$ cat src/rtl/lcd_stat_pkg.sv
package lcd_stat_pkg;

   // Display mode codes as seen in status bits 1:0
   localparam logic [1:0] MODE_HBL  = 2'd0;
   localparam logic [1:0] MODE_VBL  = 2'd1;
   localparam logic [1:0] MODE_OAM  = 2'd2;
   localparam logic [1:0] MODE_XFER = 2'd3;

   // Write select codes
   localparam logic SEL_STAT = 1'b0;
   localparam logic SEL_LYC  = 1'b1;

   // Source enables, packed in the order of status bits 6:3
   typedef struct packed {
      logic coin;
      logic oam;
      logic vbl;
      logic hbl;
   } src_en_t;

   localparam int EN_LSB = 3;
   localparam int EN_W   = $bits(src_en_t);

endpackage

$ cat src/rtl/lcd_stat_regs.sv
module lcd_stat_regs
   import lcd_stat_pkg::*;
#(
   parameter int LINE_W = 8,
   parameter int DATA_W = 8
) (
   input  logic              clk,
   input  logic              rst_n,
   input  logic              wr_en_i,
   input  logic              wr_sel_i,
   input  logic [DATA_W-1:0] wr_data_i,
   output src_en_t           src_en_o,
   output logic [LINE_W-1:0] lyc_o
);

   localparam int EN_MSB = EN_LSB + EN_W - 1;

   src_en_t           en_q;
   logic [LINE_W-1:0] lyc_q;

   always_ff @(posedge clk) begin
      if (!rst_n) begin
         en_q  <= '0;
         lyc_q <= '0;
      end else if (wr_en_i) begin
         if (wr_sel_i == SEL_STAT) en_q  <= src_en_t'(wr_data_i[EN_MSB:EN_LSB]);
         else                      lyc_q <= wr_data_i[LINE_W-1:0];
      end
   end

   assign src_en_o = en_q;
   assign lyc_o    = lyc_q;

endmodule

$ cat src/rtl/lcd_stat_match.sv
module lcd_stat_match #(
   parameter int LINE_W = 8
) (
   input  logic [LINE_W-1:0] cmp_val_i,
   input  logic              cmp_valid_i,
   input  logic [LINE_W-1:0] lyc_i,
   output logic              coin_o
);

   assign coin_o = cmp_valid_i && (cmp_val_i == lyc_i);

endmodule

$ cat src/rtl/lcd_stat_line.sv
module lcd_stat_line
   import lcd_stat_pkg::*;
#(
   parameter bit VBL_OAM_FIRE = 1'b1
) (
   input  logic [1:0] mode_i,
   input  src_en_t    src_en_i,
   input  logic       coin_i,
   input  logic       vbl_entry_i,
   output logic       line_o
);

   logic mode_src;
   logic entry_src;

   always_comb begin
      unique case (mode_i)
         MODE_HBL: mode_src = src_en_i.hbl;
         MODE_VBL: mode_src = src_en_i.vbl;
         MODE_OAM: mode_src = src_en_i.oam;
         default:  mode_src = 1'b0;
      endcase
   end

   generate
      if (VBL_OAM_FIRE) begin : g_entry_fire
         assign entry_src = vbl_entry_i & src_en_i.oam;
      end else begin : g_entry_none
         logic unused_entry;
         assign unused_entry = vbl_entry_i;
         assign entry_src    = 1'b0;
      end
   endgenerate

   assign line_o = mode_src | entry_src | (src_en_i.coin & coin_i);

endmodule

$ cat src/rtl/lcd_stat_irq.sv
module lcd_stat_irq
   import lcd_stat_pkg::*;
#(
   parameter int LINE_W       = 8,
   parameter bit VBL_OAM_FIRE = 1'b1
) (
   input  logic              clk,
   input  logic              rst_n,
   input  logic [1:0]        mode_i,
   input  logic [LINE_W-1:0] cmp_val_i,
   input  logic              cmp_valid_i,
   input  logic              vbl_entry_i,
   input  logic              wr_en_i,
   input  logic              wr_sel_i,
   input  logic [7:0]        wr_data_i,
   output logic [7:0]        stat_rd_o,
   output logic              irq_set_o
);

   localparam int DATA_W = 8;

   initial begin
      if (LINE_W < 1 || LINE_W > DATA_W)
         $error("lcd_stat_irq: LINE_W must lie in 1..%0d", DATA_W);
   end

   src_en_t           src_en;
   logic [LINE_W-1:0] lyc;
   logic              coin;
   logic              line_w;
   logic              line_q;

   lcd_stat_regs #(.LINE_W(LINE_W), .DATA_W(DATA_W)) u_regs (
      .clk       (clk),
      .rst_n     (rst_n),
      .wr_en_i   (wr_en_i),
      .wr_sel_i  (wr_sel_i),
      .wr_data_i (wr_data_i),
      .src_en_o  (src_en),
      .lyc_o     (lyc)
   );

   lcd_stat_match #(.LINE_W(LINE_W)) u_match (
      .cmp_val_i   (cmp_val_i),
      .cmp_valid_i (cmp_valid_i),
      .lyc_i       (lyc),
      .coin_o      (coin)
   );

   lcd_stat_line #(.VBL_OAM_FIRE(VBL_OAM_FIRE)) u_line (
      .mode_i      (mode_i),
      .src_en_i    (src_en),
      .coin_i      (coin),
      .vbl_entry_i (vbl_entry_i),
      .line_o      (line_w)
   );

   // Previous value of the shared line; edge detection
   always_ff @(posedge clk) begin
      if (!rst_n) line_q <= 1'b0;
      else        line_q <= line_w;
   end

   assign irq_set_o = line_w & ~line_q;
   assign stat_rd_o = {1'b1, src_en, coin, mode_i};

endmodule

$ cat config.mk
export PLATFORM = sky130hd
export DESIGN_NAME = lcd_stat_irq
export DESIGN_NICKNAME = d
export VERILOG_FILES = /design/src/rtl/lcd_stat_pkg.sv /design/src/rtl/lcd_stat_regs.sv /design/src/rtl/lcd_stat_match.sv /design/src/rtl/lcd_stat_line.sv /design/src/rtl/lcd_stat_irq.sv
export SDC_FILE = /design/constraint.sdc
export NUM_CORES = 1
export LEC_CHECK = 0
export CORE_MARGIN = 1.5
export CORE_UTILIZATION = 42
export CTS_CLUSTER_SIZE = 30
export DETAILED_ROUTE_END_ITERATION = 16
export GPL_ROUTABILITY_DRIVEN = 0
export PLACE_DENSITY = 0.86
export SLEW_MARGIN = 20
export SYNTH_ARGS = -nofsm -noshare
export SYNTH_HDL_FRONTEND = slang
export SYNTH_HIERARCHICAL = 1
export SYNTH_SLANG_ARGS = --single-unit
$ cat constraint.sdc
create_clock -name clk -period 1.9 [get_ports clk]
set_input_delay 0.38 -clock clk [delete_from_list [all_inputs] [get_ports clk]]
set_output_delay 0.38 -clock clk [all_outputs]
set_load 0.1 [all_outputs]
==> impl_metrics.toml <==
[outcome]
status = "finished, violations left"
violations = "setup timing"

[clocking]
clock_latency_ns = 0.26
cts_buffers = 3
tritoncts = "yes"
clk_pin_slew_ns = 0.08
cts_sinks = 13
cts_max_level = 1
hold_buffers = 0
clockBufferDepth = 2
cts_root_buf = "clkbuf_4"

[floorplanning]
die_area_um2 = 1880
coreArea_um2 = 1510
start_util_pct = 45.3
die_width_um = 43.3
die_h_um = 43.3
pin_count = 33
fp-row-count = 14

[detailed_routing]
met3_length_um = 80
drc_errors = 0
routed_wl_um = 1780
drt_iter0_markers = 16
m1WireLength_um = 686
viasPerCell = 5.03
wl_met2_um = 994
drtPass1Iterations = 4
highest_layer = "met4"
num_vias = 649
postRouteAntennaNets = 0
wl_per_cell_um = 13.8

[sta]
post-route-period-util_pct = 107
fin_crit_ns = 2.03
hold_viol_final = 0
skew_ns = 0.00461
rsz0062_at_grt = "yes"
hold_slack_ns = 0.470
finalMaxSlewViolations = 0
setup_slack_ns = -0.128
clock.fmax_ghz = 0.493
setup_viol = 2

[grt]
grt_pass1_wl_um = 2840
grt_pass1_vias = 687
grtUsageTotal_pct = 20.1
grt_overflow = 0
grt_max_degree = 22
antenna_found_initial = 0

[synth]
synth_cell_types = 20
ys_ff_latch = 13
synthesis.nets = 98
ys_warn_count = 6
postSynthCellCount = 74
syn_area_per_cell_um2 = 9.23
synth_area_um2 = 683
yosysSeqAreaShare_pct = 38.1

[final_layout]
area_growth_syn_to_layout_pct = 70.3
drive_above_1_share_pct = 38.9
most-common-layout-cells = "nand2_1, clkdlybuf4s50_1, buf_4"
num-nets-final = 138
final_common_cell = "nand2_1"
antenna_cells = 0
post-route-cell-area_um2 = 1160

[placed_design]
place_area_um2 = 1030
dp_hpwl_um = 1230
io_buffers = 31

[run]
drv_cap = 0

[setup_path]
cp_slowest_cell = "dlygate4sd2_1"
critPathKind = "input pin to output port"
cp-start-kind = "input pin"
critPathMaxStageDelay_ns = 0.25
arrival_ns = 1.65
end_kind = "output port"
path_cells = "dlygate4sd2_1, xnor2_2, nand3_2, nor3_4, a22oi_2, o211ai_2, nor2b_4, buf_12"
cp_num_buf_inv = 2
required_ns = 1.52
cpLargestDelayFamily = "simple AND/OR/NAND/NOR gates"
cp_max_fo = 2

[min_path]
hold_class = "flip-flop to flip-flop"

[power_and_ir_drop]
ir_worst_vdd_v = 0.000429
power_density_nw_per_um2 = 605
p_leak_nw = 0.485
totalPowerFinal_mw = 0.704
-- layout make-up --
type | instances | area (um^2)
clock buffer | 4 | 26.3
fill | 112 | 343
multi-input combinational | 53 | 398
sequential | 13 | 275
tap | 16 | 20.0
timing repair buffer | 43 | 444
-- through the flow --
step           utilization [%]  TNS [ns]  std cells  setup slack, ns
2_1_floorplan                -         0         74          0.00509
3_3_place_gp              68.2    -0.398        118           -0.298
3_5_place_dp              68.2    -0.455        118           -0.335
4_1_cts                   73.7   -0.0780        129          -0.0780
5_1_grt                   77.2    -0.205        129           -0.193
6_report                  77.2    -0.129        129           -0.128
-- report_power, final --
part / switching, mW / total [mW] / internal, mW
Combinational: 0.127 / 0.240 / 0.114
Clock: 0.0829 / 0.164 / 0.0810
Sequential: 0.0123 / 0.300 / 0.288
-- sequential cells by signal, indices dropped and copies added (netlist names) --
| name | count |
|---|---|
| u_regs/lyc_o | 8 |
| line_q | 1 |
| u_regs/src_en_o | 4 |
-- metal layers --
metal | up-vias | track usage, %
li1 | 323 | -
met1 | 297 | 22.5
met2 | 27 | 39.1
met3 | 2 | 2.92
met4 | 0 | 5.45
met5 | - | 0
-- worst register-to-register path, cell delays in order, from the launching register on --
cell and delay, ns:
dfxtp_2 0.34, xnor2_1 0.11, nand4_1 0.14, nor3_4 0.06, a22oi_2 0.14, o211ai_2 0.11, buf_4 0.15, buf_6 0.10
buf_6 0.10, buf_6 0.10, buf_6 0.10, buf_6 0.10, buf_6 0.10, and2_4 0.12
-- kinds of logic (layout without fill, tap and decap cells) --
logic type,after synthesis,after routing,synth area share [%]
flops,13,13,38.1
other cells,1,1,0.549
buf+inv,8,47,8.97
mux,9,9,13.2
simple gates,29,29,22.3
compound gates,6,6,6.59
xor+xnor,8,8,10.3
-- synthesized netlist by cell type --
cell	instances	area (um^2)
o21ai_1	4	20.0
nor2b_1	1	6.26
and2_4	1	8.76
nand4_1	5	31.3
nand3b_1	1	7.51
o211ai_2	1	12.5
clkbuf_1	1	3.75
nor3_2	1	10.0
nor2b_4	1	13.8
nand3_1	1	5.00
and2_1	1	6.26
buf_6	2	22.5
dfxtp_1	13	260
nand2_1	17	63.8
xnor2_1	8	70.1
mux2i_1	9	90.1
conb_1	1	3.75
buf_2	1	5.00
buf_4	4	30.0
a22oi_2	1	12.5
-- worst paths after layout --
kind                                start                      endpoint  slack (ns)  depth (start not counted)
max                          cmp_val_i[7]                     irq_set_o       -0.13                          8
min          u_regs/lyc_o[0]$_SDFFE_PN0P_  u_regs/lyc_o[0]$_SDFFE_PN0P_        0.47                          2
max reg2reg  u_regs/lyc_o[4]$_SDFFE_PN0P_             line_q$_SDFF_PN0_        0.01                         13
min reg2reg  u_regs/lyc_o[0]$_SDFFE_PN0P_  u_regs/lyc_o[0]$_SDFFE_PN0P_        0.47                          2
-- repair_timing --
item | in CTS | in global routing
setup endpoints to repair | 2 | 3
resized for setup | 24 | 13
buffers inserted | 7 | 2
pin swaps | 14 | 5
Power figures use the tool's default switching activity.
